### src/rtl/srs_pkg.sv
package srs_pkg;
  localparam logic [4:0] MODE_USR = 5'h10;
  localparam logic [4:0] MODE_FIQ = 5'h11;
  localparam logic [4:0] MODE_IRQ = 5'h12;
  localparam logic [4:0] MODE_SVC = 5'h13;
  localparam logic [4:0] MODE_MON = 5'h16;
  localparam logic [4:0] MODE_ABT = 5'h17;
  localparam logic [4:0] MODE_HYP = 5'h1A;
  localparam logic [4:0] MODE_UND = 5'h1B;
  localparam logic [4:0] MODE_SYS = 5'h1F;

  localparam logic [1:0] EL_HYP = 2'd2;

  typedef struct packed {
    logic       match;
    logic       increment;
    logic       wordhigher;
    logic       wback;
    logic [4:0] tgt_mode;
  } srs_dec_t;

  typedef enum logic [2:0] {
    V_STORE,
    V_SKIP,
    V_UNDEF,
    V_UNPRED,
    V_TRAP
  } srs_verdict_e;

  function automatic logic mode_is_valid(input logic [4:0] m);
    case (m)
      MODE_USR, MODE_FIQ, MODE_IRQ, MODE_SVC, MODE_MON,
      MODE_ABT, MODE_HYP, MODE_UND, MODE_SYS: return 1'b1;
      default: return 1'b0;
    endcase
  endfunction
endpackage

### src/rtl/srs_decode.sv
module srs_decode
  import srs_pkg::*;
(
  input  logic [31:0] instr_i,
  input  logic        t32_i,
  output srs_dec_t    dec_o
);
  localparam logic [6:0]  A_TOP   = 7'b1111100;
  localparam logic [10:0] A_MID   = 11'b00000101000;
  localparam logic [9:0]  T_DB_HI = 10'b1110100000;
  localparam logic [9:0]  T_IA_HI = 10'b1110100110;
  localparam logic [10:0] T_LO    = 11'b11000000000;

  logic [15:0] hw_hi, hw_lo;
  logic        a_hit, t_db_hit, t_ia_hit, t_lo_ok, t_base_ok;

  assign hw_hi = instr_i[31:16];
  assign hw_lo = instr_i[15:0];

  assign a_hit = (instr_i[31:25] == A_TOP) && instr_i[22] && !instr_i[20]
              && (instr_i[19:16] == 4'hD) && (instr_i[15:5] == A_MID);

  assign t_lo_ok   = (hw_lo[15:5] == T_LO);
  assign t_base_ok = (hw_hi[4:0] == 5'b01101) && t_lo_ok;
  assign t_db_hit  = (hw_hi[15:6] == T_DB_HI) && t_base_ok;
  assign t_ia_hit  = (hw_hi[15:6] == T_IA_HI) && t_base_ok;

  always_comb begin
    dec_o          = '0;
    dec_o.tgt_mode = instr_i[4:0];
    if (!t32_i) begin
      dec_o.match      = a_hit;
      dec_o.increment  = instr_i[23];
      dec_o.wordhigher = (instr_i[24] == instr_i[23]);
      dec_o.wback      = instr_i[21];
    end else begin
      dec_o.match      = t_db_hit || t_ia_hit;
      dec_o.increment  = t_ia_hit;
      dec_o.wordhigher = 1'b0;
      dec_o.wback      = hw_hi[5];
    end
  end
endmodule

### src/rtl/srs_check.sv
module srs_check
  import srs_pkg::*;
(
  input  srs_dec_t     dec_i,
  input  logic         cond_pass_i,
  input  logic [4:0]   cur_mode_i,
  input  logic [1:0]   cur_el_i,
  input  logic         secure_i,
  input  logic         el3_present_i,
  input  logic         el3_aarch64_i,
  output srs_verdict_e verdict_o
);
  logic cur_unpriv;
  assign cur_unpriv = (cur_mode_i == MODE_USR) || (cur_mode_i == MODE_SYS);

  // priority order matters: undefined wins over every unpredictable case
  always_comb begin
    if (!cond_pass_i)                     verdict_o = V_SKIP;
    else if (!dec_i.match)                verdict_o = V_UNDEF;
    else if (cur_el_i == EL_HYP)          verdict_o = V_UNDEF;
    else if (cur_unpriv)                  verdict_o = V_UNPRED;
    else if (dec_i.tgt_mode == MODE_HYP)  verdict_o = V_UNPRED;
    else if (dec_i.tgt_mode == MODE_MON) begin
      if (!el3_present_i || !secure_i)    verdict_o = V_UNPRED;
      else if (el3_aarch64_i)             verdict_o = V_TRAP;
      else                                verdict_o = V_STORE;
    end
    else if (!mode_is_valid(dec_i.tgt_mode)) verdict_o = V_UNPRED;
    else                                  verdict_o = V_STORE;
  end
endmodule

### src/rtl/srs_addr.sv
module srs_addr
  import srs_pkg::*;
#(
  parameter int AW         = 32,
  parameter int WORD_BYTES = 4
) (
  input  logic [AW-1:0] base_i,
  input  srs_dec_t      dec_i,
  output logic [AW-1:0] start_o,
  output logic [AW-1:0] new_sp_o
);
  localparam logic [AW-1:0] WORD_B = AW'(WORD_BYTES);
  localparam logic [AW-1:0] PAIR_B = AW'(2 * WORD_BYTES);

  logic [AW-1:0] low;
  assign low      = dec_i.increment ? base_i : base_i - PAIR_B;
  assign start_o  = dec_i.wordhigher ? low + WORD_B : low;
  assign new_sp_o = dec_i.increment ? base_i + PAIR_B : base_i - PAIR_B;
endmodule

### src/rtl/srs_exec_unit.sv
module srs_exec_unit
  import srs_pkg::*;
#(
  parameter int AW         = 32,
  parameter int DW         = 32,
  parameter int WORD_BYTES = 4
) (
  input  logic          clk_i,
  input  logic          rst_ni,
  input  logic          start_i,
  input  logic          t32_i,
  input  logic [31:0]   instr_i,
  input  logic          cond_pass_i,
  input  logic [4:0]    cur_mode_i,
  input  logic [1:0]    cur_el_i,
  input  logic          secure_i,
  input  logic          el3_present_i,
  input  logic          el3_aarch64_i,
  input  logic [DW-1:0] lr_i,
  input  logic [DW-1:0] spsr_i,
  input  logic [AW-1:0] sp_base_i,
  output logic [4:0]    sp_rmode_o,
  output logic          busy_o,
  output logic          mem_valid_o,
  input  logic          mem_ready_i,
  output logic [AW-1:0] mem_addr_o,
  output logic [DW-1:0] mem_wdata_o,
  output logic          sp_we_o,
  output logic [4:0]    sp_wmode_o,
  output logic [AW-1:0] sp_wdata_o,
  output logic          done_o,
  output logic          undef_o,
  output logic          unpred_o,
  output logic          mon_trap_o
);
  localparam logic [AW-1:0] WORD_B = AW'(WORD_BYTES);

  typedef enum logic [2:0] {S_IDLE, S_LO, S_HI, S_WB, S_RESP} st_e;

  st_e           st_q;
  srs_dec_t      dec;
  srs_verdict_e  verdict;
  logic [AW-1:0] start_addr, new_sp;
  logic [AW-1:0] addr_q, new_sp_q;
  logic [DW-1:0] lr_q, spsr_q;
  logic [4:0]    mode_q;
  logic          wb_q, undef_q, unpred_q, trap_q;
  logic          accept;

  srs_decode u_decode (
    .instr_i (instr_i),
    .t32_i   (t32_i),
    .dec_o   (dec)
  );

  srs_check u_check (
    .dec_i         (dec),
    .cond_pass_i   (cond_pass_i),
    .cur_mode_i    (cur_mode_i),
    .cur_el_i      (cur_el_i),
    .secure_i      (secure_i),
    .el3_present_i (el3_present_i),
    .el3_aarch64_i (el3_aarch64_i),
    .verdict_o     (verdict)
  );

  srs_addr #(.AW(AW), .WORD_BYTES(WORD_BYTES)) u_addr (
    .base_i   (sp_base_i),
    .dec_i    (dec),
    .start_o  (start_addr),
    .new_sp_o (new_sp)
  );

  assign accept     = start_i && (st_q == S_IDLE);
  assign sp_rmode_o = dec.tgt_mode;

  always_ff @(posedge clk_i or negedge rst_ni) begin
    if (!rst_ni) begin
      st_q     <= S_IDLE;
      addr_q   <= '0;
      new_sp_q <= '0;
      lr_q     <= '0;
      spsr_q   <= '0;
      mode_q   <= '0;
      wb_q     <= 1'b0;
      undef_q  <= 1'b0;
      unpred_q <= 1'b0;
      trap_q   <= 1'b0;
    end else begin
      case (st_q)
        S_IDLE: if (accept) begin
          addr_q   <= start_addr;
          new_sp_q <= new_sp;
          lr_q     <= lr_i;
          spsr_q   <= spsr_i;
          mode_q   <= dec.tgt_mode;
          wb_q     <= dec.wback;
          undef_q  <= (verdict == V_UNDEF);
          unpred_q <= (verdict == V_UNPRED);
          trap_q   <= (verdict == V_TRAP);
          st_q     <= (verdict == V_STORE) ? S_LO : S_RESP;
        end
        S_LO:   if (mem_ready_i) st_q <= S_HI;
        S_HI:   if (mem_ready_i) st_q <= wb_q ? S_WB : S_RESP;
        S_WB:   st_q <= S_RESP;
        S_RESP: begin
          st_q     <= S_IDLE;
          undef_q  <= 1'b0;
          unpred_q <= 1'b0;
          trap_q   <= 1'b0;
        end
        default: st_q <= S_IDLE;
      endcase
    end
  end

  assign busy_o      = (st_q != S_IDLE);
  assign mem_valid_o = (st_q == S_LO) || (st_q == S_HI);
  assign mem_addr_o  = (st_q == S_HI) ? addr_q + WORD_B : addr_q;
  assign mem_wdata_o = (st_q == S_HI) ? spsr_q : lr_q;
  assign sp_we_o     = (st_q == S_WB);
  assign sp_wmode_o  = mode_q;
  assign sp_wdata_o  = new_sp_q;
  assign done_o      = (st_q == S_RESP);
  assign undef_o     = done_o && undef_q;
  assign unpred_o    = done_o && unpred_q;
  assign mon_trap_o  = done_o && trap_q;

  // a pending store holds its address and data
  a_r9_store_held: assert property (@(posedge clk_i) disable iff (!rst_ni)
    mem_valid_o && !mem_ready_i |=> mem_valid_o && $stable(mem_addr_o) && $stable(mem_wdata_o));

  // second store lands one word above the first
  a_r3_second_addr: assert property (@(posedge clk_i) disable iff (!rst_ni)
    (st_q == S_LO) && mem_ready_i |=> mem_valid_o && (mem_addr_o == $past(mem_addr_o) + WORD_B));

  // pointer write only right after an accepted store
  a_r4_wb_after_store: assert property (@(posedge clk_i) disable iff (!rst_ni)
    sp_we_o |-> $past(mem_valid_o && mem_ready_i));

  // completion is a single-cycle pulse
  a_r10_done_pulse: assert property (@(posedge clk_i) disable iff (!rst_ni)
    done_o |=> !done_o);

  // fault flags exclusive and only with completion
  a_r10_flags_with_done: assert property (@(posedge clk_i) disable iff (!rst_ni)
    $onehot0({undef_o, unpred_o, mon_trap_o}) && ((undef_o || unpred_o || mon_trap_o) -> done_o));

  // illegal or skipped issue never requests a store
  a_r8_no_store_when_blocked: assert property (@(posedge clk_i) disable iff (!rst_ni)
    accept && (verdict != V_STORE) |=> !mem_valid_o && done_o);
endmodule

### config.mk
export PLATFORM = sky130hd
export DESIGN_NAME = srs_exec_unit
export DESIGN_NICKNAME = d
export VERILOG_FILES = /design/src/rtl/srs_pkg.sv /design/src/rtl/srs_decode.sv /design/src/rtl/srs_check.sv /design/src/rtl/srs_addr.sv /design/src/rtl/srs_exec_unit.sv
export SDC_FILE = /design/constraint.sdc
export NUM_CORES = 1
export LEC_CHECK = 0
export BUFFER_PORTS_ARGS = -buffer_cell sky130_fd_sc_hd__buf_4
export CORE_ASPECT_RATIO = 0.5
export CORE_MARGIN = 10
export CORE_UTILIZATION = 53
export DETAILED_ROUTE_END_ITERATION = 16
export MAX_ROUTING_LAYER = met4
export PLACE_DENSITY_LB_ADDON = 0.25
export SYNTH_ARGS = -nofsm -noshare
export SYNTH_HDL_FRONTEND = slang
export SYNTH_SLANG_ARGS = --single-unit
### constraint.sdc
create_clock -name clk_i -period 2.6 [get_ports clk_i]
set_input_delay 0.26 -clock clk_i [delete_from_list [all_inputs] [get_ports clk_i]]
set_output_delay 0.26 -clock clk_i [all_outputs]
set_load 0.1 [all_outputs]
# [Word level (Yosys, flattened, before mapping)]
# Memory sizes are Yosys's and may differ from the RTL's.
# Cells that the tools add are included.
[classes] add_sub_neg=4 eq_ne=23 n_mux=33 n_reduce_logical=25
[ops] cell="$mux W32" n=5
[ops] cell="$add A32 B3 Y32 const B" n=2
[ops] cell="$mux W3" n=13
[ops] cell="$add A32 B4 Y32 const B" n=1
[ops] cell="$sub A32 B4 Y32 const B" n=1
[ops] cell="$eq A10 B10 Y1 const B" n=2
[ops] cell="$eq A5 B5 Y1 const B" n=4
[ops] cell="$eq A3 B2 Y1 const B" n=4
[ops] cell="$pmux W3 S4" n=1
[ops] cell="$eq A11 B11 Y1 const B" n=1
[ops] cell="$eq A11 B6 Y1 const B" n=1
[ops] cell="$logic_and A1 B1 Y1" n=11
[ops] cell="$mux W1" n=9
[ops] cell="$eq A7 B7 Y1 const B" n=1
[ops] cell="$eq A3 B3 Y1 const B" n=2
[ops] cell="$logic_not A3 Y1" n=2
[ops] cell="$ne A2 B2 Y1 const B" n=3
[ops] cell="$pmux W1 S2" n=3
[ops] cell="$eq A5 B4 Y1 const B" n=1
[ops] cell="$eq A4 B4 Y1 const B" n=1
[ops] cell="$logic_or A1 B1 Y1" n=4
[ops] cell="$mux W4" n=1
[ops] cell="$reduce_and A2 Y1" n=2
[ops] cell="$eq A3 B1 Y1 const B" n=1
[ops] cell="other kinds (7)" n=9
[word_totals] reg_bits=140 rom_bits=32 in_bits=144 elab_cells=96 mem_count=1
[memory_table] memory="(no name shown)" depth=32 width=1 rd=1 rd_clocked_by_memory_dff=0 wr=0 line="srs_pkg.sv:31" rtl="case (m)"

# [Logic depth before layout (Yosys ltp)]
[depth] word_depth=19 mapped_depth=12 depth_no_buf=11

# [Modules after synthesis]
# From an unflattened synthesis, not the netlist that was laid out.
[hier_totals] hier_cells=919 area_unflattened_um2=9012.4
[by_module_without_submodules] mod="srs_exec_unit" n_inst=1 cells_per_inst=529 area_each_um2=6473.7 seq_area_each_um2=3503.4
[by_module_without_submodules] mod="srs_addr" n_inst=1 cells_per_inst=347 area_each_um2=2212.1 seq_area_each_um2=0.0
[by_module_without_submodules] mod="srs_decode" n_inst=1 cells_per_inst=26 area_each_um2=210.2 seq_area_each_um2=0.0
[by_module_without_submodules] mod="srs_check" n_inst=1 cells_per_inst=17 area_each_um2=116.4 seq_area_each_um2=0.0

# [Least setup slack after synthesis]
# OpenSTA, ideal clock, no wires.
[synth_timing] path_type="reg-to-output" from="register st_q[1]" to="output port mem_addr_o[31]" t_arrival_ps=3408 required_ps=2340 path_slack_ps=-1068 path_stages_with_launch=10 path_buffers=1 path_cell_list="dfrtp_1 clkbuf_1 nor3b_1 and3_1 nand4_1 nor2_1 nand2_1 nor2_1 nand4_1 xnor2_1"
[synth_via] elab_chain_len=2
[synth_rtl] element="start: declaration" line="srs_exec_unit.sv:40" rtl="st_e st_q;"
[synth_rtl] element="start signal: assignment" line="srs_exec_unit.sv:101" rtl="st_q <= (verdict == V_STORE) ? S_LO : S_RESP;"
[synth_rtl] element="start signal: assignment" line="srs_exec_unit.sv:104" rtl="S_HI: if (mem_ready_i) st_q <= wb_q ? S_WB : S_RESP;"
[synth_rtl] element="$eq A3 B2 Y1" line="srs_exec_unit.sv:119" rtl="assign mem_addr_o = (st_q == S_HI) ? addr_q + WORD_B : addr_q;"
[synth_rtl] element="$mux W32" line="srs_exec_unit.sv:119"
[synth_rtl] element="end: declaration" line="srs_exec_unit.sv:26" rtl="output logic [AW-1:0] mem_addr_o,"
# No other way between the ends.

# [Final worst setup path]
[layout_timing] from="register st_q[2]" to="output port mem_addr_o[31]"
# The elaborated chain is that of the path after synthesis.

==> reports/qor.tcl <==
set qor(clock-sinks) 138
set qor(power_leakage_nw) 6.79
set qor(finalHoldWorstSlack_ps) 14.1
set qor(status) {finished with violations}
set qor(startpoint_type) {flop}
set qor(syn-instance-count) 1091
set qor(final_cell_mix) {sky130_fd_sc_hd__buf_4 (414), sky130_fd_sc_hd__nand2_1 (321), sky130_fd_sc_hd__dfrtp_1 (134), sky130_fd_sc_hd__o21ai_0 (54), sky130_fd_sc_hd__mux2_2 (37)}
set qor(synth_async_sr_flop_share) 1.00
set qor(ff2ff_setup_slack_ps) 370
set qor(failed_checks) {setup timing}
set qor(crit_required_ps) 2340
set qor(route.detailed.wl_per_inst_um) 22.9
set qor(floorplan.die.width_um) 204
set qor(nets_final) 1646
set qor(first_iter_violations) 1239
set qor(setup.worst_path.end_class) {output pin}
set qor(synthesized_cell_area_sq_um) 9010
set qor(floorplan.rows) 33
set qor(timing.reg2reg.worst_path_depth) 7
set qor(detail-route-antenna-nets) 0
set qor(grt_antenna_before_repair) 0
set qor(cts-buffers-inserted) 17
set qor(drv_slew) 0
set qor(post_synth_edffs) 0
set qor(timing.hold.worst.start) {spsr_i[28]}
set qor(seqPwrFrac) 0.302
set qor(global_route_wire_length_before_repair_um) 54600
set qor(endpoint_arrival_time_on_the_critical_path_ps) 2710
set qor(power_frac_clock) 0.279
set qor(timing_worst_slew_pin_value_ps) 828
set qor(worst_skew_pair.late_latency_ps) 440
set qor(grt_start_max_net_pins) 80
set qor(vdd_drop_max_mv) 0.536
set qor(swShare) 0.460
set qor(final_core_util) 0.874
set qor(cts.htree.levels) 4
set qor(maxCapViolations) 0
set qor(via_count) 10800
set qor(path_cells) {nor3b_4 > and3_4 > nand4_1 > nor2_2 > nand2_4 > nor2_4 > nand4_1 > xnor2_2 > buf_12}
set qor(routabilityCongestion) 0.921
set qor(global_route.overflow_total) 0
set qor(critPathMaxFanout) 4
set qor(reg_to_reg_startpoint) {st_q[0]}
set qor(netSwitchingPower_mw) 4.17
set qor(io_pins) 257
set qor(slowest_stage) {sky130_fd_sc_hd__dfrtp_1}
set qor(initial_core_utilization) 0.546
set qor(drt_drc_violations_left) 0
set qor(setup_ws_ps) -371
set qor(synth.yosys.warnings) 0
set qor(vias_per_cell) 6.20
set qor(power_density_nw_per_um2) 628
set qor(synth-seq-cells) 138
set qor(ys_dominant_reg_cell) {sky130_fd_sc_hd__dfrtp_1}
set qor(layout_worst_path_cycle_share) 1.14
set qor(placement.setup.worst_slack_ps) -536
set qor(clk_root_buffer_cell) {sky130_fd_sc_hd__clkbuf_16}
set qor(whs_endpoint) {spsr_q[28]}
set qor(timing.final.crit_period_ps) 2970
set qor(totalWireLength_um) 39700
set qor(end_of_the_worst_register_to_register_path) {trap_q}
set qor(place.detailed.hpwl_um) 25300
set qor(cts_tree) {built}
set qor(critPathKind) {flop to output pin}
set qor(die_area_sq_um) 22900
set qor(setup_repair_after_global_routing_missed_its_margin) {yes}
set qor(timing.max_slew.rel_slack) 0.448
set qor(coreArea_sq_um) 16500
set qor(die_height_um) 112
set qor(path_common_cell) {sky130_fd_sc_hd__nand4_1}
set qor(synth-seq-area-share) 0.383
set qor(globalRouteTotalUtil) 0.304
set qor(cp_slowest_stage_delay_ps) 420
set qor(clk_transition_reported_paths_ps) 80
set qor(drt_pre_antenna_iters) 6
set qor(finClkSkew_ps) 18.0
set qor(internal_power_mw) 4.89
set qor(max_freq_mhz) 337
set qor(hold_viol) 0
set qor(grt_pass1_vias) 10100
set qor(buffer_ports.inserted) 256
set qor(postSynthNetCount) 1241
set qor(comb_power_share) 0.420
set qor(insertedDiodeCount) 0
set qor(layout_cell_share_with_drive_strength_beyond_1) 0.446
set qor(cts.path.max_buffers) 2
set qor(mean_instance_size_in_the_synthesized_netlist_sq_um) 8.26
set qor(final_common_cell) {sky130_fd_sc_hd__buf_4}
set qor(setup_violations) 35
set qor(areaGrowthSynthToFinish_pct) 60.1
set qor(timing.hold.worst.class) {primary input to flop}
set qor(synthDistinctLibCells) 81
set qor(hold_depth) 3
## state kept, by name (all words and copies together) (netlist names)
register	cells
addr_q	32
lr_q	32
spsr_q	32
sp_wdata_o	30
sp_wmode_o	5
st_q	3
trap_q	1
undef_q	1
unpred_q	1
wb_q	1
## Yosys cell counts (3+ instances only)
| cell type | n | area share |
|---|---|---|
| sky130_fd_sc_hd__a2111oi_0 | 3 | 0.0029 |
| sky130_fd_sc_hd__a211o_1 | 4 | 0.0039 |
| sky130_fd_sc_hd__a211oi_1 | 7 | 0.0058 |
| sky130_fd_sc_hd__a21boi_0 | 5 | 0.0042 |
| sky130_fd_sc_hd__a21oi_1 | 14 | 0.0078 |
| sky130_fd_sc_hd__a22o_1 | 3 | 0.0029 |
| sky130_fd_sc_hd__a22oi_1 | 4 | 0.0033 |
| sky130_fd_sc_hd__a31oi_1 | 12 | 0.0083 |
| sky130_fd_sc_hd__a41oi_1 | 8 | 0.0078 |
| sky130_fd_sc_hd__and2_1 | 7 | 0.0049 |
| sky130_fd_sc_hd__and3_1 | 20 | 0.014 |
| sky130_fd_sc_hd__and4_1 | 9 | 0.0087 |
| sky130_fd_sc_hd__buf_1 | 5 | 0.0021 |
| sky130_fd_sc_hd__buf_2 | 3 | 0.0017 |
| sky130_fd_sc_hd__buf_4 | 10 | 0.0083 |
| sky130_fd_sc_hd__clkbuf_1 | 55 | 0.023 |
| sky130_fd_sc_hd__dfrtp_1 | 138 | 0.38 |
| sky130_fd_sc_hd__ha_1 | 6 | 0.0083 |
| sky130_fd_sc_hd__inv_1 | 16 | 0.0067 |
| sky130_fd_sc_hd__mux2_2 | 37 | 0.046 |
| sky130_fd_sc_hd__mux2i_1 | 3 | 0.0033 |
| sky130_fd_sc_hd__nand2_1 | 329 | 0.14 |
| sky130_fd_sc_hd__nand2b_1 | 6 | 0.0042 |
| sky130_fd_sc_hd__nand3_1 | 33 | 0.018 |
| sky130_fd_sc_hd__nand3b_1 | 5 | 0.0042 |
| sky130_fd_sc_hd__nand4_1 | 16 | 0.011 |
| sky130_fd_sc_hd__nand4bb_1 | 3 | 0.0037 |
| sky130_fd_sc_hd__nor2_1 | 40 | 0.017 |
| sky130_fd_sc_hd__nor2b_1 | 6 | 0.0042 |
| sky130_fd_sc_hd__nor3_1 | 23 | 0.013 |
| sky130_fd_sc_hd__nor3b_1 | 8 | 0.0067 |
| sky130_fd_sc_hd__nor4_1 | 14 | 0.0097 |
| sky130_fd_sc_hd__nor4b_1 | 3 | 0.0029 |
| sky130_fd_sc_hd__o21a_1 | 3 | 0.0025 |
| sky130_fd_sc_hd__o21ai_0 | 54 | 0.030 |
| sky130_fd_sc_hd__o31a_1 | 3 | 0.0029 |
| sky130_fd_sc_hd__o31ai_1 | 13 | 0.011 |
| sky130_fd_sc_hd__or3_1 | 7 | 0.0049 |
| sky130_fd_sc_hd__or4_1 | 10 | 0.0083 |
| sky130_fd_sc_hd__xnor2_1 | 57 | 0.055 |
| sky130_fd_sc_hd__xor2_1 | 37 | 0.036 |
## what timing repair did
item,in CTS,in global routing
gates cloned,0,1
setup buffers,6,20
gates resized for setup,78,105
hold buffers,1,0
endpoints found under the hold margin,74,0
pin swaps,10,39
setup endpoints to repair,27,42
## per-layer routing
layer  global-route usage  wire [um]  vias up
met1                0.369      14700     5158
met5                    -          0        -
li1                     -          -     4578
met2                0.496      18600      790
met4                0.108       2460        0
met3               0.0617       3990      244
## worst max-delay path by stage
| stage | start | endpoint | slack (ps) |
|---|---|---|---|
| 2_1_floorplan | instr_i[11] | addr_q[24] | -620 |
| 3_3_place_gp | sp_base_i[3] | addr_q[31] | -460 |
| 3_5_place_dp | instr_i[28] | addr_q[30] | -540 |
| 4_1_cts | st_q[0] | mem_addr_o[31] | -160 |
| 5_1_grt | st_q[0] | mem_addr_o[31] | -500 |
| 6_report | st_q[2] | mem_addr_o[31] | -370 |
## logic make-up after synthesis
family / after synthesis / synth area share
compound gates: 159 / 0.121
xor+xnor: 94 / 0.0913
fa+ha+maj: 6 / 0.00833
buf+inv: 92 / 0.0451
flops: 138 / 0.383
mux: 40 / 0.0495
simple gates: 562 / 0.301
## final cells by class
type	count	area, sq um
fillers	842	2080
multi-input cells	861	6210
well taps	227	284
repair buffers	461	3830
flip-flops and latches	138	3460
inverters	17	71.3
clock inverters	15	154
clock buffers	17	425
## worst max-delay path: cells and delay by family, from the launching register on
family / cells / cell delay, ps
buf+inv: 1 / 220
flops: 1 / 420
xor+xnor: 1 / 350
simple gates: 7 / 1270
## power groups by stage
stage          clock network (mW)  logic, mW  registers, mW
2_1_floorplan                   0       1.97           3.28
3_3_place_gp                    0       3.47           2.71
3_5_place_dp                    0       3.52           2.74
4_1_cts                      2.50       3.66           2.71
5_1_grt                      2.61       3.93           2.77
6_report                     2.52       3.80           2.73
## stage by stage
stage | cell area (sq um) | instances | power, mW | TNS (ps)
global placement | 12800 | 1678 | 6.18 | -8280
finish | 14400 | 1736 | 9.06 | -3820
detailed placement | 12800 | 1678 | 6.26 | -10080
CTS | 13700 | 1717 | 8.87 | -1150
global route | 14400 | 1736 | 9.31 | -6910
floorplan | 9530 | 1091 | 5.25 | -9690
Note: power is estimated with default switching activity, not from simulation.
